`src/rtl/i2cq_pkg.sv`:
```
package i2cq_pkg;
  typedef enum logic [1:0] {
    OP_START = 2'd0,
    OP_STOP  = 2'd1,
    OP_WRBIT = 2'd2,
    OP_RDBIT = 2'd3
  } bitop_e;

  localparam int NFLAGS   = 6;
  localparam int FL_DONE  = 0;
  localparam int FL_NAK   = 1;
  localparam int FL_EARLY = 2;
  localparam int FL_ARB   = 3;
  localparam int FL_SSTOP = 4;
  localparam int FL_SEVT  = 5;
endpackage

```
`src/rtl/i2cq_fifo.sv`:
```
module i2cq_fifo #(
  parameter int W  = 32,
  parameter int AW = 3
) (
  input  logic         clk,
  input  logic         rst,
  input  logic         push,
  input  logic [W-1:0] din,
  output logic         full,
  input  logic         pop,
  output logic [W-1:0] dout,
  output logic         empty
);
  localparam int DEPTH = 1 << AW;

  logic [W-1:0] mem [DEPTH];
  logic [AW:0]  wp, rp;
  logic         do_push, do_pop;

  assign empty   = (wp == rp);
  assign full    = (wp[AW] != rp[AW]) && (wp[AW-1:0] == rp[AW-1:0]);
  assign do_push = push && !full;
  assign do_pop  = pop && !empty;
  assign dout    = mem[rp[AW-1:0]];

  always_ff @(posedge clk) begin
    if (do_push) mem[wp[AW-1:0]] <= din;
  end

  always_ff @(posedge clk) begin
    if (rst) begin
      wp <= '0;
      rp <= '0;
    end else begin
      if (do_push) wp <= wp + 1'b1;
      if (do_pop)  rp <= rp + 1'b1;
    end
  end

  AST_Q_FULL_HOLD: assert property (@(posedge clk) disable iff (rst)
    (full && !pop) |=> full);
  AST_Q_EMPTY_HOLD: assert property (@(posedge clk) disable iff (rst)
    (empty && !push) |=> empty);
endmodule

```
`src/rtl/i2cq_flags.sv`:
```
module i2cq_flags
  import i2cq_pkg::*;
(
  input  logic              clk,
  input  logic              rst,
  input  logic [NFLAGS-1:0] set,
  input  logic [NFLAGS-1:0] clr,
  output logic [NFLAGS-1:0] flags
);
  for (genvar i = 0; i < NFLAGS; i++) begin : g_bit
    always_ff @(posedge clk) begin
      if (rst)         flags[i] <= 1'b0;
      else if (set[i]) flags[i] <= 1'b1;
      else if (clr[i]) flags[i] <= 1'b0;
    end

    AST_FLAG_SET_WINS: assert property (@(posedge clk) disable iff (rst)
      set[i] |=> flags[i]);
    AST_FLAG_STICKY: assert property (@(posedge clk) disable iff (rst)
      (flags[i] && !clr[i]) |=> flags[i]);
    AST_FLAG_CLEAR: assert property (@(posedge clk) disable iff (rst)
      (clr[i] && !set[i]) |=> !flags[i]);
  end
endmodule

```
`src/rtl/i2cq_engine.sv`:
```
module i2cq_engine
  import i2cq_pkg::*;
#(
  parameter int CNT_W = 8
) (
  input  logic             clk,
  input  logic             rst,
  input  logic             q_run,
  input  logic             cmd_empty,
  input  logic [CNT_W+5:0] cmd_word,
  output logic             cmd_pop,
  input  logic             wq_empty,
  input  logic [31:0]      wq_word,
  output logic             wq_pop,
  input  logic             rq_full,
  output logic             rq_push,
  output logic [31:0]      rq_word,
  output logic             bit_req,
  output logic [1:0]       bit_op,
  output logic             bit_wdat,
  input  logic             bit_done,
  input  logic             bit_rdat,
  input  logic             bit_lost,
  output logic             scl_hold,
  output logic             ev_done,
  output logic             ev_nak,
  output logic             ev_early,
  output logic             ev_arb
);
  localparam logic [CNT_W-1:0] CNT_ONE = CNT_W'(1);

  typedef enum logic [3:0] {
    ST_IDLE, ST_BEGIN, ST_LOAD, ST_BITS, ST_TXACK, ST_RXACK,
    ST_END, ST_ABORT, ST_DRAIN, ST_DGAP, ST_FIN
  } state_e;

  state_e           st;
  logic             wt;
  logic [CNT_W-1:0] cnt;
  logic             f_start, f_stop, f_master, f_tx, f_nak, f_ret;
  logic [7:0]       sh;
  logic [2:0]       bitn;
  logic [1:0]       txl, rxl;
  logic [31:0]      rxw, rx_merged;
  logic [7:0]       tx_byte;

  assign tx_byte = wq_word[{txl, 3'b000} +: 8];

  always_comb begin
    rx_merged = rxw;
    rx_merged[{rxl, 3'b000} +: 8] = sh;
  end

  always_ff @(posedge clk) begin
    if (rst) begin
      st <= ST_IDLE;  wt <= 1'b0;  cnt <= '0;
      f_start <= 1'b0; f_stop <= 1'b0; f_master <= 1'b0;
      f_tx <= 1'b0;    f_nak <= 1'b0;  f_ret <= 1'b0;
      sh <= '0; bitn <= '0; txl <= '0; rxl <= '0; rxw <= '0;
      cmd_pop <= 1'b0; wq_pop <= 1'b0; rq_push <= 1'b0; rq_word <= '0;
      bit_req <= 1'b0; bit_op <= OP_START; bit_wdat <= 1'b0;
      scl_hold <= 1'b0;
      ev_done <= 1'b0; ev_nak <= 1'b0; ev_early <= 1'b0; ev_arb <= 1'b0;
    end else begin
      bit_req  <= 1'b0;
      cmd_pop  <= 1'b0;
      wq_pop   <= 1'b0;
      rq_push  <= 1'b0;
      ev_done  <= 1'b0;
      ev_nak   <= 1'b0;
      ev_early <= 1'b0;
      ev_arb   <= 1'b0;
      if (wt) begin
        if (bit_done) begin
          wt <= 1'b0;
          if (bit_lost) begin
            ev_arb <= 1'b1;
            st     <= ST_DRAIN;
          end else begin
            case (st)
              ST_BEGIN: st <= ST_LOAD;
              ST_BITS: begin
                sh <= f_tx ? {sh[6:0], 1'b0} : {sh[6:0], bit_rdat};
                if (bitn == 3'd0) st <= f_tx ? ST_TXACK : ST_RXACK;
                else              bitn <= bitn - 3'd1;
              end
              ST_TXACK: begin
                if (bit_rdat) begin
                  ev_nak <= 1'b1;
                  st     <= ST_ABORT;
                end else begin
                  st <= ST_LOAD;
                end
              end
              ST_RXACK: begin
                if (rxl == 2'd3 || cnt == '0) begin
                  rq_push <= 1'b1;
                  rq_word <= rx_merged;
                  rxw     <= '0;
                  rxl     <= 2'd0;
                end else begin
                  rxw <= rx_merged;
                  rxl <= rxl + 2'd1;
                end
                st <= ST_LOAD;
              end
              ST_ABORT: st <= ST_DRAIN;
              default:  st <= ST_FIN;
            endcase
          end
        end
      end else begin
        case (st)
          ST_IDLE: begin
            if (q_run && !cmd_empty) begin
              cmd_pop  <= 1'b1;
              cnt      <= cmd_word[CNT_W-1:0];
              f_start  <= cmd_word[CNT_W];
              f_stop   <= cmd_word[CNT_W+1];
              f_master <= cmd_word[CNT_W+2];
              f_tx     <= cmd_word[CNT_W+3];
              f_nak    <= cmd_word[CNT_W+4];
              f_ret    <= cmd_word[CNT_W+5];
              scl_hold <= 1'b0;
              txl      <= 2'd0;
              rxl      <= 2'd0;
              rxw      <= '0;
              st       <= ST_BEGIN;
            end
          end
          ST_BEGIN: begin
            if (!f_master) begin
              st <= ST_FIN;
            end else if (f_start) begin
              bit_req <= 1'b1; bit_op <= OP_START; bit_wdat <= 1'b0; wt <= 1'b1;
            end else begin
              st <= ST_LOAD;
            end
          end
          ST_LOAD: begin
            if (cnt == '0) begin
              st <= ST_END;
            end else if (f_tx) begin
              if (txl == 2'd0 && wq_empty) begin
                ev_early <= 1'b1;
                st       <= ST_ABORT;
              end else begin
                sh  <= tx_byte;
                cnt <= cnt - 1'b1;
                if (txl == 2'd3 || cnt == CNT_ONE) begin
                  wq_pop <= 1'b1;
                  txl    <= 2'd0;
                end else begin
                  txl <= txl + 2'd1;
                end
                bitn <= 3'd7;
                st   <= ST_BITS;
              end
            end else if (!(rq_full || rq_push)) begin
              cnt  <= cnt - 1'b1;
              bitn <= 3'd7;
              st   <= ST_BITS;
            end
          end
          ST_BITS: begin
            bit_req  <= 1'b1;
            bit_op   <= f_tx ? OP_WRBIT : OP_RDBIT;
            bit_wdat <= f_tx ? sh[7] : 1'b1;
            wt       <= 1'b1;
          end
          ST_TXACK: begin
            bit_req <= 1'b1; bit_op <= OP_RDBIT; bit_wdat <= 1'b1; wt <= 1'b1;
          end
          ST_RXACK: begin
            bit_req  <= 1'b1;
            bit_op   <= OP_WRBIT;
            bit_wdat <= f_nak && (cnt == '0);
            wt       <= 1'b1;
          end
          ST_END: begin
            if (f_stop) begin
              bit_req <= 1'b1; bit_op <= OP_STOP; bit_wdat <= 1'b0; wt <= 1'b1;
            end else begin
              scl_hold <= f_ret;
              st       <= ST_FIN;
            end
          end
          ST_ABORT: begin
            bit_req <= 1'b1; bit_op <= OP_STOP; bit_wdat <= 1'b0; wt <= 1'b1;
          end
          ST_DRAIN: begin
            if (!f_tx || cnt == '0 || (txl == 2'd0 && wq_empty)) begin
              st <= ST_FIN;
            end else begin
              cnt <= cnt - 1'b1;
              if (txl == 2'd3 || cnt == CNT_ONE) begin
                wq_pop <= 1'b1;
                txl    <= 2'd0;
              end else begin
                txl <= txl + 2'd1;
              end
              st <= ST_DGAP;
            end
          end
          ST_DGAP: st <= ST_DRAIN;
          ST_FIN: begin
            ev_done <= cmd_empty;
            st      <= ST_IDLE;
          end
          default: st <= ST_IDLE;
        endcase
      end
    end
  end

  AST_REQ_PULSE: assert property (@(posedge clk) disable iff (rst)
    bit_req |=> !bit_req);
  AST_HOLD_QUIET: assert property (@(posedge clk) disable iff (rst)
    scl_hold |-> !bit_req);
  AST_RUN_GATE: assert property (@(posedge clk) disable iff (rst)
    (st == ST_IDLE && !q_run) |=> (st == ST_IDLE));
  AST_ONE_EVENT: assert property (@(posedge clk) disable iff (rst)
    $onehot0({ev_nak, ev_early, ev_arb}));
endmodule

```
`src/rtl/i2cq_master.sv`:
```
module i2cq_master
  import i2cq_pkg::*;
#(
  parameter int CNT_W = 8,
  parameter int CQ_AW = 2,
  parameter int DQ_AW = 3
) (
  input  logic             clk,
  input  logic             rst,
  input  logic             q_run,
  input  logic             cmd_push,
  input  logic [CNT_W+5:0] cmd_data,
  input  logic             wq_push,
  input  logic [31:0]      wq_data,
  output logic             wq_empty,
  input  logic             rq_pop,
  output logic [31:0]      rq_data,
  output logic             rq_empty,
  output logic [5:0]       flags,
  input  logic [5:0]       flag_clr,
  input  logic             mon_stop,
  input  logic             mon_sevt,
  output logic             bit_req,
  output logic [1:0]       bit_op,
  output logic             bit_wdat,
  input  logic             bit_done,
  input  logic             bit_rdat,
  input  logic             bit_lost,
  output logic             scl_hold
);
  localparam int CMD_W = CNT_W + 6;

  logic             cmd_full, cmd_empty, cmd_pop;
  logic [CMD_W-1:0] cmd_word;
  logic             wq_full, wq_pop;
  logic [31:0]      wq_word;
  logic             rq_full, rq_push;
  logic [31:0]      rq_word;
  logic             ev_done, ev_nak, ev_early, ev_arb;
  logic [NFLAGS-1:0] fl_set;

  i2cq_fifo #(.W(CMD_W), .AW(CQ_AW)) u_cmdq (
    .clk(clk), .rst(rst), .push(cmd_push && !cmd_full), .din(cmd_data),
    .full(cmd_full), .pop(cmd_pop), .dout(cmd_word), .empty(cmd_empty));

  i2cq_fifo #(.W(32), .AW(DQ_AW)) u_wrq (
    .clk(clk), .rst(rst), .push(wq_push && !wq_full), .din(wq_data),
    .full(wq_full), .pop(wq_pop), .dout(wq_word), .empty(wq_empty));

  i2cq_fifo #(.W(32), .AW(DQ_AW)) u_rdq (
    .clk(clk), .rst(rst), .push(rq_push), .din(rq_word),
    .full(rq_full), .pop(rq_pop), .dout(rq_data), .empty(rq_empty));

  i2cq_engine #(.CNT_W(CNT_W)) u_eng (
    .clk(clk), .rst(rst), .q_run(q_run),
    .cmd_empty(cmd_empty), .cmd_word(cmd_word), .cmd_pop(cmd_pop),
    .wq_empty(wq_empty), .wq_word(wq_word), .wq_pop(wq_pop),
    .rq_full(rq_full), .rq_push(rq_push), .rq_word(rq_word),
    .bit_req(bit_req), .bit_op(bit_op), .bit_wdat(bit_wdat),
    .bit_done(bit_done), .bit_rdat(bit_rdat), .bit_lost(bit_lost),
    .scl_hold(scl_hold),
    .ev_done(ev_done), .ev_nak(ev_nak), .ev_early(ev_early), .ev_arb(ev_arb));

  always_comb begin
    fl_set = '0;
    fl_set[FL_DONE]  = ev_done;
    fl_set[FL_NAK]   = ev_nak;
    fl_set[FL_EARLY] = ev_early;
    fl_set[FL_ARB]   = ev_arb;
    fl_set[FL_SSTOP] = mon_stop;
    fl_set[FL_SEVT]  = mon_sevt;
  end

  i2cq_flags u_flags (
    .clk(clk), .rst(rst), .set(fl_set), .clr(flag_clr), .flags(flags));
endmodule

```
`config.mk`:
```
export PLATFORM = sky130hd
export DESIGN_NAME = i2cq_master
export DESIGN_NICKNAME = d
export VERILOG_FILES = /design/src/rtl/i2cq_pkg.sv /design/src/rtl/i2cq_fifo.sv /design/src/rtl/i2cq_flags.sv /design/src/rtl/i2cq_engine.sv /design/src/rtl/i2cq_master.sv
export SDC_FILE = /design/constraint.sdc
export NUM_CORES = 1
export LEC_CHECK = 0
export BUFFER_PORTS_ARGS = -buffer_cell sky130_fd_sc_hd__buf_2
export CORE_ASPECT_RATIO = 0.9
export CORE_MARGIN = 2
export CORE_UTILIZATION = 47
export CTS_BUF_LIST = sky130_fd_sc_hd__clkbuf_4 sky130_fd_sc_hd__clkbuf_8
export DETAILED_ROUTE_END_ITERATION = 16
export SLEW_MARGIN = 30
export SYNTH_ARGS = -nofsm -noshare
export SYNTH_HDL_FRONTEND = slang
export SYNTH_HIERARCHICAL = 1
export SYNTH_SLANG_ARGS = --single-unit
```
`constraint.sdc`:
```
create_clock -name clk -period 15.4 [get_ports clk]
set_input_delay 3.08 -clock clk [delete_from_list [all_inputs] [get_ports clk]]
set_output_delay 3.08 -clock clk [all_outputs]
set_load 0.03 [all_outputs]
```
# Word-level counts from Yosys, hierarchy flattened
# Memories as Yosys holds them, arrays and structs flattened. A register that Yosys moved wholly into a read port is not among the register bits.
# Cells that the tools add are included.
dict set report op_classes {
  addsub 11
  mul 0
  div 0
  magnitude_cmp 0
  eq_ne 48
  shifts 3
  n_mux 118
  bitwise_logic 9
  n_reduce_logical 62
}
# op n
set ops {}
lappend ops {{two-way mux 32 bit} 7}
lappend ops {{two-way mux 8 bit} 14}
lappend ops {{two-way mux 3 bit} 16}
lappend ops {{two-way mux 4 bit} 11}
lappend ops {{two-way mux 1 bit} 42}
lappend ops {{two-way mux 2 bit} 18}
lappend ops {{bitwise mux 32 bit} 1}
lappend ops {{variable shift 8 x 7 -> 32 bit (first input constant)} 1}
lappend ops {{indexed part select 32 x 6 -> 8 bit} 1}
lappend ops {{indexed part select 8 x 7 -> 32 bit} 1}
lappend ops {{case mux 4 bit (7 select lines)} 1}
lappend ops {{AND reduction 7 bit} 4}
lappend ops {{case mux 8 bit (3 select lines)} 1}
lappend ops {{nonzero test 2 bit} 11}
lappend ops {{inequality test 2 bit (second input constant)} 9}
lappend ops {{adder 4 x 1 -> 4 bit (second input constant)} 4}
lappend ops {{== test 4 x 3 -> 1 bit (second input constant)} 4}
lappend ops {{inequality test 2 x 1 -> 1 bit (second input constant)} 8}
lappend ops {{case mux 4 bit (4 select lines)} 1}
lappend ops {{AND reduction 5 bit} 3}
lappend ops {{OR reduction 5 bit} 3}
lappend ops {{logical AND 1 bit} 14}
lappend ops {{== test 4 bit (second input constant)} 3}
lappend ops {{case mux 2 bit (6 select lines)} 1}
lappend ops {{other kinds (38)} 72}
dict set report word_totals {
  ff_bits 138
  latch_bits 0
  mem_bits_rw 568
  rom_bits 0
  elab_cells 292
  mem_count 3
}
# memory depth width rd rd_ports_with_merged_regs write_ports line_no
set mem_list {}
lappend mem_list {u_rdq.mem 8 32 1 1 1 i2cq_fifo.sv:16} ;# logic [W-1:0] mem [DEPTH];
lappend mem_list {u_wrq.mem 8 32 1 1 1 i2cq_fifo.sv:16}
lappend mem_list {u_cmdq.mem 4 14 1 1 1 i2cq_fifo.sv:16}

# Longest topological paths before layout
dict set report depth {
  ltp_word 8
  depth_mapped 10
}

# Modules after synthesis
# The synthesis kept the hierarchy.
# module n_inst cells_per_inst area_each_um2 seq_area_each_um2
set by_module_without_submodules {}
lappend by_module_without_submodules {{i2cq_fifo at u_wrq} 1 454 10352.4 7907.6}
lappend by_module_without_submodules {{i2cq_fifo at u_rdq} 1 455 10351.2 7907.6}
lappend by_module_without_submodules {i2cq_engine 1 653 5620.4 2202.1}
lappend by_module_without_submodules {{i2cq_fifo at u_cmdq} 1 141 2595.0 1841.8}
lappend by_module_without_submodules {i2cq_flags 1 24 255.2 120.1}
lappend by_module_without_submodules {i2cq_master 1 2 27.5 0.0}

# Least setup slack after synthesis
# No wires, ideal clock.
dict set report synth_timing {
  path_kind {input -> register}
  start {input wq_push}
  end {memory u_wrq.mem[3][0], enable pin}
  setup_time_ps 513
  arrival_ps 6708
  required_ps 14887
  setup_slack_ps 8180
  stages 3
  cell_sequence {nor2b_4 > nand2_1 > nor4b_1}
}
dict set report synth_via {
  elab_chain_cells 4
}
# item line_no
set synth_lines {}
lappend synth_lines {{from (decl)} i2cq_master.sv:13} ;# input logic wq_push,
lappend synth_lines {{logical AND 1 bit} i2cq_master.sv:47} ;# .clk(clk), .rst(rst), .push(wq_push && !wq_full), .din(wq_data),
lappend synth_lines {{logical AND 1 bit} i2cq_fifo.sv:22} ;# assign do_push = push && !full;
lappend synth_lines {{two-way mux 1 bit} i2cq_fifo.sv:27} ;# if (do_push) mem[wp[AW-1:0]] <= din;
lappend synth_lines {{two-way mux 1 bit (not written as such)} i2cq_fifo.sv:27}
lappend synth_lines {{to (decl)} i2cq_fifo.sv:16}
# No other way between the ends.

==> key figures <==
Setup path
  • R2R setup slack: 12.15 ns
  • Reg2reg path depth: 6
  • Slowest CP cell: dfxtp_4
  • Crit Path Class: flop to output pin
  • Critical path fanouts, max: 37
  • Crit. End Element: output pin
  • Critical Path Source Type: flop
  • CP peak stage delay: 0.83 ns
  • FF-to-FF End: u_eng/sh[4]$_SDFFE_PP0P_
  • CP Cell Sequence: buf_4, mux4_2, mux2_2, buf_2
  • Worst EP required: 12.32 ns
  • WP buf/inv: 2
  • Worst endpoint data arrival time: 3.27 ns
  • Crit-path leading delay family: multiplexers

Logic synthesis
  • Syn Area/Cell: 16.9 um2
  • Post-Syn Instances: 1,729
  • Post-synth EDFFs: 568
  • FFs w/ async S/R, synth: 0%
  • #FFs+latches synth: 714
  • Yosys top cell by area: edfxtp_1
  • Syn nets: 1,813
  • Warnings from Yosys: 6
  • Prevailing post-synth register cell: edfxtp_1
  • Netlist Area Pre-Place: 0.0292 mm2
  • Post-synth top area share: 58.4%
  • Commonest cells in the netlist: edfxtp_1, mux4_2, dfxtp_1
  • Most frequent cell after synthesis: edfxtp_1
  • Post-synth cell types: 89
  • Register area share after synthesis: 68.4%
  • Synth top area cells: edfxtp_1, mux4_2, dfxtp_1

Layout
  • Area Overhead vs Synth: 12.4%
  • Final Cell Area: 0.0328 mm2
  • Layout cells sized above 1: 30.9%
  • Final #Nets: 1,970
  • Count of filler cells inserted in the layout: 5,003

Clock tree
  • Total CTS buffers: 111
  • Worst-path clk slew: 0.06 ns
  • Post-CTS Hold Fix Bufs: 0
  • Skew-Pair Late Insertion Delay: 0.71 ns
  • CTS tree: yes
  • H-tree Lvls: 3
  • Clock root cell: clkbuf_8
  • Clock sink count: 714
  • Post-cts sizing count: 0
  • Clock Tree Buf Depth: 3
  • Postcts setup bufs: 0

Power
  • Combinational share of power: 10.7%
  • PD cells: 129 mW/mm2
  • P_leak: 9.98 nW
  • Seq pwr share: 52.1%
  • Net switching power: 1.05 mW
  • Cell Int Power: 3.17 mW
  • Max rail drop VDD: 64.5 uV
  • Sw frac: 25.0%
  • Clk pwr share: 37.2%

GRT
  • Total grt overflow: 0
  • First-pass GRT wire length: 93,700 um
  • Largest net degree at the start of global routing: 104
  • Initial antenna violation count: 8
  • All-Layer GR Usage: 19.2%
  • Vias in the first global route: 16,147

STA
  • Final Slew Violations: 0
  • Worst rel slew slack: 39.6%
  • Actual slew at the worst max-slew pin: 0.898 ns
  • Period minus WS final: 6.35 ns
  • Post-route setup TNS: 0 ns
  • Clock Skews: 0.0334 ns
  • Final Cycle Share: 41.2%
  • Final Hold Viols: 0
  • FMAX: 158 MHz
  • RSZ-0062 raised after global routing: no
  • Final setup vio count: 0

Worst hold path
  • Hold Crit Class: flop to flop
  • Hold Path Cell Cnt: 2
  • Hold Path End: u_flags/flags[1]$_SDFFE_PP0P_
  • Hold Crit Start: u_eng/ev_nak$_SDFF_PP0_

Placed design
  • Input/output buffers: 107
  • Placed Area: 0.0305 mm2
  • Routability cong.: 0.807
  • Detailed Place HPWL: 34,300 um

Outcome
  • Outcome: finished, final reports clean

Die
  • Row cnt: 86
  • DIE WIDTH: 267 um
  • Initial core utilization: 47.6%
  • Die area: 0.0641 mm2
  • IO Count: 108
  • Core area: 0.0613 mm2
  • Die Ht: 240 um

Detailed routing
  • ANT nets after route: 0
  • Final WL: 60,700 um
  • DR vias/cell: 5.63
  • Total number of vias: 15,597
  • DRT Pass-1 Iters: 5
  • DRC Markers: 0
  • Drt first-iter violations: 1,124
  • Routed len/inst: 21.9 um

Job
  • Max-cap violations: 0
-- layout make-up --
cell class	instances	area, um2	area share (%)
Timing Repair Buffer	143	836	2.55
Clock inverter	35	209	0.637
Clock buffer	169	2030	6.17
Inverter	57	214	0.652
Sequential cell	714	20000	60.9
Antenna cell	3	7.51	0.0229
Multi-Input combinational cell	859	8560	26.1
Tap cell	792	991	3.02
-- sequential cells by signal, indices dropped and copies added, names as in the netlist, 6 cells and up, named ones only --
| register | flops |
|---|---|
| u_flags/flags | 6 |
| u_eng/cnt | 8 |
| u_wrq/mem | 256 |
| u_cmdq/mem | 56 |
| u_eng/rxw | 32 |
| u_eng/rq_word | 32 |
| u_rdq/mem | 256 |
| u_eng/sh | 8 |
-- worst max path at each step --
stage / start / end / slack (ns) / cells after the start
floorplan: wq_push / u_wrq/mem[3][0]$_DFFE_PP_ / 8.18 / 3
global placement: flop / rq_data[26] / 9.71 / 4
detailed placement: flop / rq_data[26] / 9.67 / 4
CTS: flop / rq_data[26] / 8.90 / 4
global route: flop / rq_data[26] / 8.80 / 4
finish: flop / rq_data[26] / 9.05 / 4
-- kinds of logic after synthesis --
family | count (synthesis) | share of synthesized area [%]
AO/OA/AOI/OAI | 200 | 4.87
AND/OR/NAND/NOR | 342 | 6.27
adder cells (fa/ha/maj) | 21 | 0.900
multiplexers | 274 | 16.2
buffers and inverters | 156 | 2.73
XOR/XNOR | 22 | 0.660
flip-flops | 714 | 68.4
-- per-stage QoR --
stage | hold slack (ns) | utilization [%] | total power, mW | instances | setup slack, ns
after CTS | 0.424 | 53.4 | 4.27 | 2768 | 8.90
final | 0.426 | 53.5 | 4.22 | 2772 | 9.05
after detailed placement | 0.422 | 49.8 | 2.69 | 2564 | 9.67
after floorplan | 0.405 | - | 2.57 | 1729 | 8.18
after global routing | 0.466 | 53.5 | 4.40 | 2770 | 8.80
after global placement | 0.424 | 49.8 | 2.68 | 2564 | 9.71
-- worst min-delay path, cell delays in order, from the launching register on --
cell,delay (ns)
dfxtp_1,0.29
inv_1,0.04
a21oi_1,0.05
-- layout by cell type, fill, tap and decap left out, types with 35 or more instances in the layout --
cell / count
edfxtp_1: 568
mux4_2: 150
dfxtp_1: 142
clkbuf_8: 121
buf_2: 106
nor2_1: 106
nand2_1: 85
mux2_2: 73
inv_1: 57
clkbuf_4: 48
mux2i_1: 46
o21ai_0: 44
a21oi_1: 35
-- metal layers --
layer / vias to the layer above / routed length (um) / GRT usage, %
met3: 106 / 2670 / 3.81
met5: - / 60 / 0
met2: 336 / 29900 / 32.3
li1: 7158 / - / -
met1: 7987 / 26800 / 25.5
met4: 10 / 1190 / 5.87
-- power groups by stage --
stage | registers (mW) | logic [mW] | clock network, mW
floorplan | 2.20 | 0.369 | 0
global placement | 2.24 | 0.444 | 0
detailed placement | 2.24 | 0.449 | 0
CTS | 2.20 | 0.452 | 1.62
global route | 2.21 | 0.494 | 1.70
finish | 2.20 | 0.450 | 1.57
No activity file was read; power rests on OpenSTA's default activity.
